### src/rtl/remap_pkg.sv
package remap_pkg;

  // Width of one stored axis size (size minus one).
  localparam int DIM_W   = 7;
  // Each axis occupies one byte lane of the shape word.
  localparam int LANE_W  = 8;
  localparam int N_AXES  = 3;
  localparam int OFFS_W  = 3;
  localparam int PERM_LSB = 24;
  localparam int PERM_W  = 3;
  localparam int WORD_W  = 32;
  // Largest index: 128^3 - 1 + 7 needs one bit above 3*DIM_W.
  localparam int IDX_W   = N_AXES * DIM_W + 1;

  typedef logic [DIM_W-1:0]  dim_t;
  typedef logic [1:0]        axis_t;
  typedef logic [IDX_W-1:0]  idx_t;

  localparam axis_t AX_X = 2'd0;
  localparam axis_t AX_Y = 2'd1;
  localparam axis_t AX_Z = 2'd2;

  typedef struct packed {
    dim_t [N_AXES-1:0]    lim;   // per axis, stored size minus one
    logic [PERM_W-1:0]    perm;
    logic [OFFS_W-1:0]    offs;
  } shape_t;

  // Axis occupying each nesting position: [0] fast, [1] middle, [2] slow.
  typedef axis_t [N_AXES-1:0] order_t;

  function automatic shape_t unpack_shape(input logic [WORD_W-1:0] w);
    shape_t s;
    for (int a = 0; a < N_AXES; a++) begin
      s.lim[a]  = w[a*LANE_W +: DIM_W];
      s.offs[a] = w[a*LANE_W + LANE_W - 1];
    end
    s.perm = w[PERM_LSB +: PERM_W];
    return s;
  endfunction

  function automatic order_t perm_order(input logic [PERM_W-1:0] p);
    order_t o;
    case (p)
      3'd1:    begin o[0] = AX_X; o[1] = AX_Z; o[2] = AX_Y; end
      3'd2:    begin o[0] = AX_Y; o[1] = AX_X; o[2] = AX_Z; end
      3'd3:    begin o[0] = AX_Y; o[1] = AX_Z; o[2] = AX_X; end
      3'd4:    begin o[0] = AX_Z; o[1] = AX_X; o[2] = AX_Y; end
      3'd5:    begin o[0] = AX_Z; o[1] = AX_Y; o[2] = AX_X; end
      default: begin o[0] = AX_X; o[1] = AX_Y; o[2] = AX_Z; end
    endcase
    return o;
  endfunction

endpackage

### src/rtl/remap_shape_reg.sv
// Holds the software-written shape word and captures the copy that a
// loop uses at its start; a write coinciding with start is forwarded.
module remap_shape_reg
  import remap_pkg::*;
(
  input  logic              clk,
  input  logic              rst_n,
  input  logic              cfg_we,
  input  logic [WORD_W-1:0] cfg_wdata,
  input  logic              start,
  output shape_t            loop_shape,
  output order_t            loop_order
);

  logic [WORD_W-1:0] word_q;
  logic [WORD_W-1:0] word_eff;
  shape_t            snap_q;

  assign word_eff = cfg_we ? cfg_wdata : word_q;

  always_ff @(posedge clk or negedge rst_n) begin
    if (!rst_n) begin
      word_q <= '0;
    end else if (cfg_we) begin
      word_q <= cfg_wdata;
    end
  end

  always_ff @(posedge clk or negedge rst_n) begin
    if (!rst_n) begin
      snap_q <= '0;
    end else if (start) begin
      snap_q <= unpack_shape(word_eff);
    end
  end

  assign loop_shape = snap_q;
  assign loop_order = perm_order(snap_q.perm);

endmodule

### src/rtl/remap_walker.sv
// Three nested wrap-around counters; nesting order comes from loop_order.
module remap_walker
  import remap_pkg::*;
(
  input  logic                clk,
  input  logic                rst_n,
  input  logic                clear,
  input  logic                advance,
  input  dim_t [N_AXES-1:0]   lim,
  input  order_t              order,
  output dim_t [N_AXES-1:0]   coord
);

  logic [N_AXES-1:0] at_max;      // indexed by axis
  logic [N_AXES-1:0] pos_at_max;  // indexed by nesting position

  always_comb begin
    for (int p = 0; p < N_AXES; p++) begin
      pos_at_max[p] = at_max[order[p]];
    end
  end

  for (genvar a = 0; a < N_AXES; a++) begin : g_axis
    dim_t cnt_q;
    logic step_en;

    assign at_max[a] = (cnt_q == lim[a]);

    always_comb begin
      step_en = 1'b0;
      if (advance) begin
        if (order[0] == axis_t'(a)) begin
          step_en = 1'b1;
        end else if (order[1] == axis_t'(a)) begin
          step_en = pos_at_max[0];
        end else begin
          step_en = pos_at_max[0] & pos_at_max[1];
        end
      end
    end

    always_ff @(posedge clk or negedge rst_n) begin
      if (!rst_n) begin
        cnt_q <= '0;
      end else if (clear) begin
        cnt_q <= '0;
      end else if (step_en) begin
        cnt_q <= at_max[a] ? '0 : cnt_q + 1'b1;
      end
    end

    assign coord[a] = cnt_q;
  end

endmodule

### src/rtl/remap_index.sv
// Linear index of the current coordinate plus the three-bit offset.
module remap_index
  import remap_pkg::*;
(
  input  dim_t [N_AXES-1:0]   lim,
  input  dim_t [N_AXES-1:0]   coord,
  input  logic [OFFS_W-1:0]   offs,
  output idx_t                index
);

  idx_t x_size;
  idx_t y_size;
  idx_t plane;
  idx_t row_part;
  idx_t plane_part;

  always_comb begin
    x_size     = idx_t'(lim[AX_X]) + idx_t'(1);
    y_size     = idx_t'(lim[AX_Y]) + idx_t'(1);
    plane      = x_size * y_size;
    row_part   = idx_t'(coord[AX_Y]) * x_size;
    plane_part = idx_t'(coord[AX_Z]) * plane;
    index      = idx_t'(coord[AX_X]) + row_part + plane_part + idx_t'(offs);
  end

endmodule

### src/rtl/remap_loop_ctrl.sv
// Element count, stream valid and completion flag of one loop.
module remap_loop_ctrl #(
  parameter int VL_W = 8
) (
  input  logic            clk,
  input  logic            rst_n,
  input  logic            start,
  input  logic [VL_W-1:0] start_vl,
  input  logic            out_ready,
  output logic            out_valid,
  output logic            advance,
  output logic            done
);

  logic            active_q;
  logic            done_q;
  logic [VL_W-1:0] left_q;
  logic            accept;
  logic            last;

  assign accept = active_q & out_ready;
  assign last   = (left_q == VL_W'(1));

  always_ff @(posedge clk or negedge rst_n) begin
    if (!rst_n) begin
      active_q <= 1'b0;
      done_q   <= 1'b0;
      left_q   <= '0;
    end else if (start) begin
      active_q <= (start_vl != '0);
      done_q   <= (start_vl == '0);
      left_q   <= start_vl;
    end else if (accept) begin
      left_q <= left_q - 1'b1;
      if (last) begin
        active_q <= 1'b0;
        done_q   <= 1'b1;
      end
    end
  end

  assign out_valid = active_q;
  assign done      = done_q;
  assign advance   = accept & ~start;

endmodule

### src/rtl/elem_remap3d.sv
module elem_remap3d
  import remap_pkg::*;
#(
  parameter int VL_W = 8
) (
  input  logic              clk,
  input  logic              rst_n,
  input  logic              cfg_we,
  input  logic [31:0]       cfg_wdata,
  input  logic              start,
  input  logic [VL_W-1:0]   start_vl,
  input  logic              out_ready,
  output logic              out_valid,
  output logic [21:0]       out_index,
  output logic              done
);

  shape_t             shape;
  order_t             order;
  dim_t [N_AXES-1:0]  coord;
  logic               advance;
  idx_t               index;

  remap_shape_reg u_shape (
    .clk        (clk),
    .rst_n      (rst_n),
    .cfg_we     (cfg_we),
    .cfg_wdata  (cfg_wdata),
    .start      (start),
    .loop_shape (shape),
    .loop_order (order)
  );

  remap_loop_ctrl #(.VL_W(VL_W)) u_ctrl (
    .clk       (clk),
    .rst_n     (rst_n),
    .start     (start),
    .start_vl  (start_vl),
    .out_ready (out_ready),
    .out_valid (out_valid),
    .advance   (advance),
    .done      (done)
  );

  remap_walker u_walk (
    .clk     (clk),
    .rst_n   (rst_n),
    .clear   (start),
    .advance (advance),
    .lim     (shape.lim),
    .order   (order),
    .coord   (coord)
  );

  remap_index u_idx (
    .lim   (shape.lim),
    .coord (coord),
    .offs  (shape.offs),
    .index (index)
  );

  assign out_index = index;

endmodule

### config.mk
export PLATFORM = sky130hd
export DESIGN_NAME = elem_remap3d
export DESIGN_NICKNAME = d
export VERILOG_FILES = /design/src/rtl/remap_pkg.sv /design/src/rtl/remap_shape_reg.sv /design/src/rtl/remap_walker.sv /design/src/rtl/remap_index.sv /design/src/rtl/remap_loop_ctrl.sv /design/src/rtl/elem_remap3d.sv
export SDC_FILE = /design/constraint.sdc
export NUM_CORES = 1
export LEC_CHECK = 0
export ABC_AREA = 1
export BUFFER_PORTS_ARGS = -buffer_cell sky130_fd_sc_hd__clkbuf_2
export CORE_MARGIN = 3
export CORE_UTILIZATION = 60
export CTS_BUF_LIST = sky130_fd_sc_hd__clkbuf_8
export DETAILED_ROUTE_END_ITERATION = 10
export PLACE_DENSITY_LB_ADDON = 0.1
export SLEW_MARGIN = 0
export SYNTH_ARGS = -nofsm -noshare
export SYNTH_HDL_FRONTEND = slang
export SYNTH_SLANG_ARGS = --single-unit
### constraint.sdc
create_clock -name clk -period 11.2 [get_ports clk]
set_clock_uncertainty 0.05 [all_clocks]
set_input_delay 1.12 -clock clk [delete_from_list [all_inputs] [get_ports clk]]
set_output_delay 1.12 -clock clk [all_outputs]
set_load 0.03 [all_outputs]
==> flow_summary.json, run 1 <==
{
  "outcome": "finished, final reports clean",
  "critPathMostFrequentCell": "sky130_fd_sc_hd__fa_1",
  "worst_slew_pin_slew_ps": 1010,
  "antenna_found_initial": 0,
  "drtIter0Drc": 620,
  "synth_area_sq_um": 13000,
  "unrepaired_setup_endpoints_after_global_routing": "true",
  "routedWlPerCell_um": 15.4,
  "first_global_vias": 11063,
  "power-per-cell-area_nw_per_um2": 178,
  "critical_path.reg2reg.endpoint": "u_walk.g_axis[2].cnt_q[0]",
  "final_net_count": 2094,
  "floorplan.io_pins": 69,
  "timing.rr.start": "u_walk.g_axis[2].cnt_q[4]",
  "crit_path_max_fanout": 6,
  "finish.instance_area_sq_um": 14500,
  "ant_diodes": 0,
  "hpwl_mm": 25.5,
  "synthMostInstantiatedCell": "sky130_fd_sc_hd__inv_1",
  "cts_max_path_buffers": 2,
  "drc": 0,
  "synth_seq_area_share_pct": 16.3,
  "grt.met3_usage_pct": 2.49,
  "finalWeightedCongestion": 0.895,
  "clock_tree.root_cell": "sky130_fd_sc_hd__clkbuf_8",
  "clkLatencyLatePin_ps": 370,
  "leakagePower_nw": 7.76,
  "worst_path_largest_cell_delay_ps": 580,
  "timing.critical_path.slowest_stage_cell": "sky130_fd_sc_hd__fa_1",
  "drive_above_1_share_pct": 15.1,
  "synth_commonest_cells": "sky130_fd_sc_hd__inv_1, sky130_fd_sc_hd__nand2_1, sky130_fd_sc_hd__nor2_1",
  "final_period_minus_worst_setup_slack_ps": 10870,
  "detailedRoute.firstPassIterationCount": 5,
  "synth.yosys.warnings": 0,
  "pre_cts_slack_ps": 283,
  "placementRows": 53,
  "io_buffer_count": 63,
  "die-area_sq_um": 23500,
  "finalPower_mw": 2.58,
  "post_synth_main_area_contributors": "sky130_fd_sc_hd__fa_1, sky130_fd_sc_hd__dfrtp_1, sky130_fd_sc_hd__ha_1",
  "core_region_area_sq_um": 21200,
  "maximum_number_of_pins_on_one_net_before_global_route_repair": 57,
  "crit_type": "reg2out",
  "synth.net_count": 2006,
  "globalRoute.totalOverflow": 0,
  "dieHeight_um": 153,
  "utilization_pct": 68.5,
  "floorplan.initialDensity_pct": 61.6,
  "met1_usage_pct": 38.2,
  "primary_flip_flop_cell_chosen_by_synthesis_mapping": "sky130_fd_sc_hd__dfrtp_1",
  "grt_use_total_pct": 27.0,
  "timing.critical_path.from_type": "register",
  "synth_cell_type_count": 43,
  "setup-violations-final": 0,
  "netlist.area_leader.share_pct": 26.9,
  "vias_per_cell": 5.26,
  "maxCapViolCount": 0,
  "postSynthRegisterBits": 85,
  "vias": 10586,
  "worst_path_dominant_cell_family": "adder cells",
  "hold_path_class": "reg2reg",
  "crit_path_start": "u_shape.loop_shape[14]",
  "clk_pin_slew_worst_paths_ps": 100,
  "clock_sink_count": 85,
  "die-width_um": 153,
  "worst_setup_path_endpoint": "out_index[19]",
  "ctsHtreeMaxLevel": 3,
  "dpl-instance-area_sq_um": 13800,
  "hold_viol_final": 0,
  "synth_enable_flop_cells": 0,
  "synth_cells": 1644,
  "grt.busiest_layer": "met2",
  "report.final.slew_viol_count": 0,
  "r2r_setup_slack_ps": 8510,
  "timing.critical_path.depth": 40,
  "tritoncts": "done",
  "timing.max_slew.rel_slack_pct": 32.7,
  "vdd.ir_drop.worst_mv": 0.281,
  "cp_buf_inv_count": 10,
  "grt_pass1_wl_mm": 52.3,
  "number_of_antenna_violating_nets_in_the_routed_design": 0,
  "min_period_over_period_pct": 97.1,
  "use_met2_pct": 45.8,
  "rr_worst_depth": 14,
  "routed_wirelength_mm": 30.9,
  "timing.critical_path.to_type": "primary output",
  "synth_area_per_cell_sq_um": 7.93,
  "timing.critical_path.arrival_ps": 9700,
  "maxClockFrequency_mhz": 92.0,
  "synth-async-reset-ratio_pct": 100,
  "synth_area_leader_cell": "sky130_fd_sc_hd__fa_1",
  "critical_path_required_ps": 10030,
  "post-route-worst-setup-slack_ps": 327,
  "cts-buffers-inserted": 9,
  "synthToLayoutAreaGrowth_pct": 11.2
}
cell usage in the layout, fill, tap and decap left out, types with 10 or more instances in the layout:
cell type / count
sky130_fd_sc_hd__inv_1: 373
sky130_fd_sc_hd__nand2_1: 319
sky130_fd_sc_hd__nor2_1: 176
sky130_fd_sc_hd__fa_1: 174
sky130_fd_sc_hd__ha_1: 130
sky130_fd_sc_hd__dfrtp_1: 84
sky130_fd_sc_hd__clkbuf_2: 56
sky130_fd_sc_hd__buf_4: 52
sky130_fd_sc_hd__nand3_1: 49
sky130_fd_sc_hd__o21ai_0: 36
sky130_fd_sc_hd__xor2_1: 34
sky130_fd_sc_hd__mux2_2: 27
sky130_fd_sc_hd__a21oi_1: 24
sky130_fd_sc_hd__xnor2_1: 24
sky130_fd_sc_hd__inv_2: 16
sky130_fd_sc_hd__nand2_2: 15
sky130_fd_sc_hd__nor2_2: 14
sky130_fd_sc_hd__nand4_1: 13
sky130_fd_sc_hd__a21oi_2: 10
how the worst min path moves through the flow:
stage | slack, ps | from | end | cells past startpoint
after floorplan | 420 | u_shape.loop_shape[23] | u_shape.loop_shape[23] | 2
after global placement | 430 | u_ctrl.done | u_ctrl.done | 1
after detailed placement | 430 | u_ctrl.done | u_ctrl.done | 1
after CTS | 450 | u_ctrl.done | u_ctrl.done | 1
after global routing | 470 | u_shape.word_q[25] | u_shape.word_q[25] | 1
final | 450 | u_ctrl.done | u_ctrl.done | 1
logic make-up (layout without fill, tap and decap cells):
| group | count (synthesis) | count (layout) | share of synthesized area (%) |
|---|---|---|---|
| multiplexers | 27 | 27 | 2.33 |
| XOR/XNOR | 64 | 64 | 4.36 |
| AND/OR/NAND/NOR | 614 | 614 | 19.2 |
| flip-flops | 85 | 85 | 16.3 |
| AO/OA/AOI/OAI | 108 | 108 | 4.78 |
| buffers and inverters | 429 | 522 | 12.5 |
| adder cells (fa/ha/maj) | 317 | 317 | 40.5 |
timing repair:
item | 4_1_cts | 5_1_grt
hold buffers | 0 | 0
endpoints found under the setup margin | 7 | 12
resized for setup | 7 | 98
pin swaps | 2 | 38
hold endpoints to repair | 0 | 0
setup buffers | 4 | 15
per-layer routing:
| metal | up-vias | part of all wire (%) |
|---|---|---|
| met5 | - | 0 |
| met3 | 54 | 4.5 |
| li1 | 5097 | - |
| met2 | 272 | 47 |
| met1 | 5163 | 46 |
| met4 | 0 | 2.2 |
sequential cells by signal, indices dropped and copies added, names as in the netlist:
name / flops
u_shape.loop_shape: 27
u_ctrl.out_valid: 1
u_walk.g_axis.cnt_q: 21
u_shape.word_q: 27
u_ctrl.left_q: 8
u_ctrl.done: 1
metrics by stage:
step / TNS, ps / hold slack, ps / cells
finish: 0 / 451 / 2012
global route: -450 / 465 / 2012
CTS: 0 / 452 / 1997
detailed placement: 0 / 429 / 1977
global placement: 0 / 426 / 1977
floorplan: 0 / 418 / 1644
power breakdown:
group | switching [mW] | leakage (nW) | internal (mW)
sequential | 0.0334 | 1.05 | 0.336
combinational | 1.27 | 6.62 | 0.733
clock | 0.128 | 0.0931 | 0.0824
final cells by class:
class	instances	area [sq um]
inverters	389	1470
well taps	275	344
multi-input cells	1130	9620
flip-flops and latches	85	2130
clock inverters	7	50.0
fillers	1813	6670
repair buffers	117	762
clock buffers	9	124
Note: power is estimated with default switching activity, not from simulation.
==> run 2, diff against run 1 <==
- GPL_TIMING_DRIVEN: default -> 0
==> flow_summary.json, run 2 (synthesized netlist as in run 1, its figures left out) <==
{
  "final_common_cell": "sky130_fd_sc_hd__inv_1",
  "ctsHtreeMaxLevel": 3,
  "hold_path_class": "reg2reg",
  "holdCritStartpoint": "u_ctrl.done",
  "synthToLayoutAreaGrowth_pct": 15.1,
  "core_region_area_sq_um": 21200,
  "clk_pin_slew_worst_paths_ps": 100,
  "timing.critical_path.arrival_ps": 9880,
  "maxCapViolCount": 0,
  "first_global_vias": 11240,
  "vias": 10907,
  "min_path_cells": 1,
  "drive_above_1_share_pct": 17.7,
  "dpl-instance-area_sq_um": 13700,
  "detailedRoute.firstPassIterationCount": 5,
  "power.switching_mw": 1.53,
  "clock_tree.root_cell": "sky130_fd_sc_hd__clkbuf_8",
  "antenna_found_initial": 0,
  "drc": 0,
  "clkLatencyLatePin_ps": 370,
  "clock_sink_count": 85,
  "maximum_number_of_pins_on_one_net_before_global_route_repair": 46,
  "final_period_minus_worst_setup_slack_ps": 11050,
  "final_net_count": 2122,
  "vias_per_cell": 5.35,
  "timing.max_slew.rel_slack_pct": 47.8,
  "register_area_sq_um": 2130,
  "dieHeight_um": 153,
  "cts_max_path_buffers": 2,
  "power-per-cell-area_nw_per_um2": 187,
  "timing.critical_path.to_type": "primary output",
  "placementRows": 53,
  "outcome": "finished, final reports clean",
  "critical_path.reg2reg.endpoint": "u_walk.g_axis[2].cnt_q[5]",
  "finalPower_mw": 2.80,
  "tritoncts": "done",
  "grt_use_total_pct": 28.6,
  "critical_path_required_ps": 10030,
  "grt_pass1_wl_mm": 54.8,
  "report.final.slew_viol_count": 0,
  "final_cell_mix": "sky130_fd_sc_hd__inv_1, sky130_fd_sc_hd__nand2_1, sky130_fd_sc_hd__fa_1",
  "power.share.combinational_pct": 78.9,
  "drtIter0Drc": 589,
  "r2r_setup_slack_ps": 8900,
  "leakagePower_nw": 7.91,
  "io_buffer_count": 62,
  "min_period_over_period_pct": 98.7,
  "multi_input_area_sq_um": 9900,
  "crit_path_max_fanout": 5,
  "maxClockFrequency_mhz": 90.5,
  "die-area_sq_um": 23500,
  "finish.instance_area_sq_um": 15000,
  "rr_worst_depth": 15,
  "intPower_mw": 1.28,
  "die-width_um": 153,
  "cts-buffers-inserted": 9,
  "ant_diodes": 0,
  "timing.rr.start": "u_walk.g_axis[2].cnt_q[4]",
  "critPathMostFrequentCell": "sky130_fd_sc_hd__fa_1",
  "timing.critical_path.slowest_stage_cell": "sky130_fd_sc_hd__fa_1",
  "hold_end": "u_ctrl.done",
  "floorplan.initialDensity_pct": 61.6,
  "worst_path_largest_cell_delay_ps": 590,
  "hold_viol_final": 0,
  "routed_wirelength_mm": 33.1,
  "globalRoute.totalOverflow": 0,
  "finalWeightedCongestion": 0.933,
  "floorplan.io_pins": 69,
  "setup-violations-final": 0,
  "worst_slew_pin_slew_ps": 782,
  "worst_path_dominant_cell_family": "adder cells",
  "crit_type": "reg2out",
  "switching_share_pct": 54.5,
  "number_of_antenna_violating_nets_in_the_routed_design": 0,
  "cp_buf_inv_count": 13,
  "fillerInstances": 1694,
  "hpwl_mm": 26.4,
  "p_clk_share_pct": 8.2,
  "routedWlPerCell_um": 16.2,
  "vdd.ir_drop.worst_mv": 0.178,
  "sequentialPowerShare_pct": 13.0,
  "timing.critical_path.from_type": "register"
}
-- run 2: cell count changes in the layout (fill, tap and decap cells not counted), moves of 6 or more --
cell                       delta
sky130_fd_sc_hd__clkbuf_1    +20
sky130_fd_sc_hd__nand2_1     -17
sky130_fd_sc_hd__inv_1       -14
sky130_fd_sc_hd__buf_4       -13
sky130_fd_sc_hd__nand2_2     +12
sky130_fd_sc_hd__inv_2       +10
sky130_fd_sc_hd__nor2_4       +9
sky130_fd_sc_hd__buf_2        +8
sky130_fd_sc_hd__buf_12       +6
sky130_fd_sc_hd__nor2_2       -6
-- run 2: routing by layer --
layer	wire, um	vias up	GRT usage [%]
li1	-	5160	-
met1	14600	5379	39.7
met2	15800	312	47.2
met3	1760	56	4.45
met4	1000	0	7.86
met5	0	-	0
-- run 2: timing repair --
action	4_1_cts	5_1_grt
gates resized for setup	48	150
setup endpoints to repair	14	13
pin swaps	14	73
setup buffers	16	27
hold buffers	0	0
-- run 2: power groups by stage --
stage          clock, mW  combinational (mW)  sequential (mW)
2_1_floorplan          0                1.24            0.361
3_3_place_gp           0                1.70            0.368
3_5_place_dp           0                1.72            0.368
4_1_cts            0.232                1.88            0.362
5_1_grt            0.244                2.43            0.368
6_report           0.229                2.21            0.364
-- run 2: worst max path at each step --
stage	start	to	slack (ps)	cells after the start
after floorplan	u_shape.loop_shape[6]	out_index[19]	520	38
after global placement	u_shape.loop_shape[6]	out_index[21]	-720	44
after detailed placement	u_shape.loop_shape[6]	out_index[21]	-790	42
after CTS	u_shape.loop_shape[6]	out_index[21]	1	45
after global routing	u_shape.loop_shape[13]	out_index[21]	-210	41
final	u_shape.loop_shape[7]	out_index[13]	150	41
-- run 2: per-stage QoR --
| stage | setup TNS, ps | setup WS, ps | std cells | hold slack (ps) | util [%] |
|---|---|---|---|---|---|
| floorplan | 0 | 523 | 1644 | 418 | - |
| global placement | -4310 | -717 | 1981 | 428 | 64.7 |
| detailed placement | -5170 | -792 | 1982 | 434 | 64.8 |
| CTS | 0 | 1.28 | 2012 | 454 | 67.3 |
| global route | -1060 | -206 | 2039 | 473 | 70.9 |
| finish | 0 | 148 | 2039 | 451 | 70.9 |
-- run 2: final cells by class --
type / instances / share of cell area, %
Sequential cell: 85 / 14.2
Clock buffer: 9 / 0.826
Buffer: 39 / 1.30
Timing Repair Buffer: 106 / 5.05
Clock inverter: 6 / 0.476
Multi-Input combinational cell: 1130 / 66.0
Inverter: 389 / 9.85
Tap cell: 275 / 2.29
==> run 3, diff against run 2 <==
- SYNTH_HIERARCHICAL: default -> 1
==> flow_summary.json, run 3 <==
{
  "worst_path_largest_cell_delay_ps": 560,
  "timing.critical_path.depth": 35,
  "clkLatencyLatePin_ps": 360,
  "cts-buffers-inserted": 9,
  "worst_setup_path_endpoint": "out_index[17]",
  "globalRoute.totalOverflow": 0,
  "routedWlPerCell_um": 14.4,
  "io_buffer_count": 62,
  "finish.instance_area_sq_um": 14200,
  "timing.critical_path.from_type": "register",
  "ctsHtreeMaxLevel": 3,
  "grt_pass1_wl_mm": 53.9,
  "finalWeightedCongestion": 0.894,
  "drive_above_1_share_pct": 8.94,
  "maximum_number_of_pins_on_one_net_before_global_route_repair": 60,
  "final_cell_mix": "sky130_fd_sc_hd__nand2_1, sky130_fd_sc_hd__inv_1, sky130_fd_sc_hd__nor2_1",
  "synth.yosys.warnings": 6,
  "vdd.ir_drop.worst_mv": 0.183,
  "fin_tns_setup_ps": 0,
  "final_net_count": 2177,
  "clock_tree.root_cell": "sky130_fd_sc_hd__clkbuf_8",
  "die-width_um": 155,
  "placementRows": 53,
  "unrepaired_setup_endpoints_after_global_routing": "false",
  "register_area_sq_um": 2130,
  "number_of_antenna_violating_nets_in_the_routed_design": 0,
  "hold_viol_final": 0,
  "synthToLayoutAreaGrowth_pct": 6.94,
  "clock_sink_count": 85,
  "timing.critical_path.slowest_stage_cell": "sky130_fd_sc_hd__xor2_1",
  "die-area_sq_um": 23900,
  "synth.net_count": 2103,
  "dp.cells": 2115,
  "synth_cells": 1777,
  "timing.max_slew.rel_slack_pct": 56.2,
  "crit_path_start": "u_shape/loop_shape[6]",
  "crit_path_max_fanout": 10,
  "tritoncts": "done",
  "cp_buf_inv_count": 8,
  "routed_wirelength_mm": 30.6,
  "timing.rr.start": "u_walk/g_axis[2].cnt_q[4]",
  "holdCritStartpoint": "u_shape/loop_shape[21]",
  "floorplan.io_pins": 69,
  "timing.critical_path.arrival_ps": 9420,
  "worst_path_dominant_cell_family": "adder cells",
  "report.final.slew_viol_count": 0,
  "drtIter0Drc": 644,
  "rr_worst_depth": 12,
  "setup-violations-final": 0,
  "fillerInstances": 1943,
  "ant_diodes": 0,
  "outcome": "finished, final reports clean",
  "power-per-cell-area_nw_per_um2": 122,
  "synth_area_per_cell_sq_um": 7.46,
  "dieHeight_um": 155,
  "r2r_setup_slack_ps": 9050,
  "cts_max_path_buffers": 2,
  "vias": 11196,
  "maxClockFrequency_mhz": 94.5,
  "crit_type": "reg2out",
  "critPathMostFrequentCell": "sky130_fd_sc_hd__nand2_1",
  "multi_input_area_sq_um": 9450,
  "worst_slew_pin_slew_ps": 655,
  "cts_setup_buffers": 0,
  "synth_area_sq_um": 13300,
  "final_common_cell": "sky130_fd_sc_hd__nand2_1",
  "floorplan.initialDensity_pct": 62.1,
  "final_period_minus_worst_setup_slack_ps": 10590,
  "critical_path.reg2reg.endpoint": "u_walk/g_axis[0].cnt_q[1]",
  "leakagePower_nw": 8.14,
  "min_period_over_period_pct": 94.5,
  "core_region_area_sq_um": 21400,
  "detailedRoute.firstPassIterationCount": 5,
  "timing.critical_path.to_type": "primary output",
  "grt_use_total_pct": 27.3,
  "maxCapViolCount": 0,
  "hpwl_mm": 25.6,
  "hold_path_class": "reg2reg",
  "critical_path_required_ps": 10030,
  "clk_pin_slew_worst_paths_ps": 90,
  "drc": 0,
  "dpl-instance-area_sq_um": 13900,
  "first_global_vias": 11752,
  "antenna_found_initial": 0,
  "stdcell_count": 2131,
  "vias_per_cell": 5.25
}
==> run 3: through the flow <==
stage | power (mW) | hold slack (ps) | setup slack (ps) | util [%]
after floorplan | 1.18 | 406 | 1900 | -
after global placement | 1.46 | 434 | 883 | 65.2
after detailed placement | 1.48 | 438 | 805 | 65.3
after CTS | 1.73 | 458 | 375 | 66.4
after global routing | 1.89 | 484 | 18.3 | 66.4
final | 1.73 | 453 | 615 | 66.4
==> run 3: worst min-delay path by stage <==
stage | endpoint | slack [ps] | depth (start not counted)
after floorplan | u_shape/loop_shape[0] | 410 | 2
after global placement | u_shape/loop_shape[0] | 430 | 2
after detailed placement | u_shape/loop_shape[24] | 440 | 2
after CTS | u_shape/loop_shape[0] | 460 | 2
after global routing | u_shape/loop_shape[21] | 480 | 2
final | u_shape/loop_shape[21] | 450 | 2
==> run 3: metal layers <==
metal	up-vias	global-route usage [%]	routed length (um)
met1	5332	35.9	13600
met2	276	47.9	14900
met3	59	2.69	1480
met4	0	8.16	659
li1	5529	-	-
met5	-	0	0
==> run 3: worst min-delay path, delay by kind of cell (launching register included) <==
kind | cells | cell delay [ps]
simple gates | 2 | 110
flops | 1 | 370
==> run 3: area by class of cell <==
| type | count | share of cell area, % |
|---|---|---|
| Clock buffer | 10 | 0.971 |
| Multi-Input combinational cell | 1264 | 66.7 |
| Clock inverter | 6 | 0.653 |
| Buffer | 28 | 1.17 |
| Sequential cell | 85 | 15.0 |
| Timing Repair Buffer | 63 | 2.40 |
| Tap cell | 275 | 2.43 |
| Inverter | 400 | 10.7 |
==> run 3: power breakdown <==
part	leakage [nW]	internal (mW)	switching, mW
Combinational	7.00	0.350	0.780
Sequential	1.03	0.331	0.0238
Clock	0.110	0.133	0.113
==> run 3: repair_timing <==
item	in CTS	in global routing
endpoints found under the setup margin	0	10
gates resized for setup	0	5
hold buffers	0	0
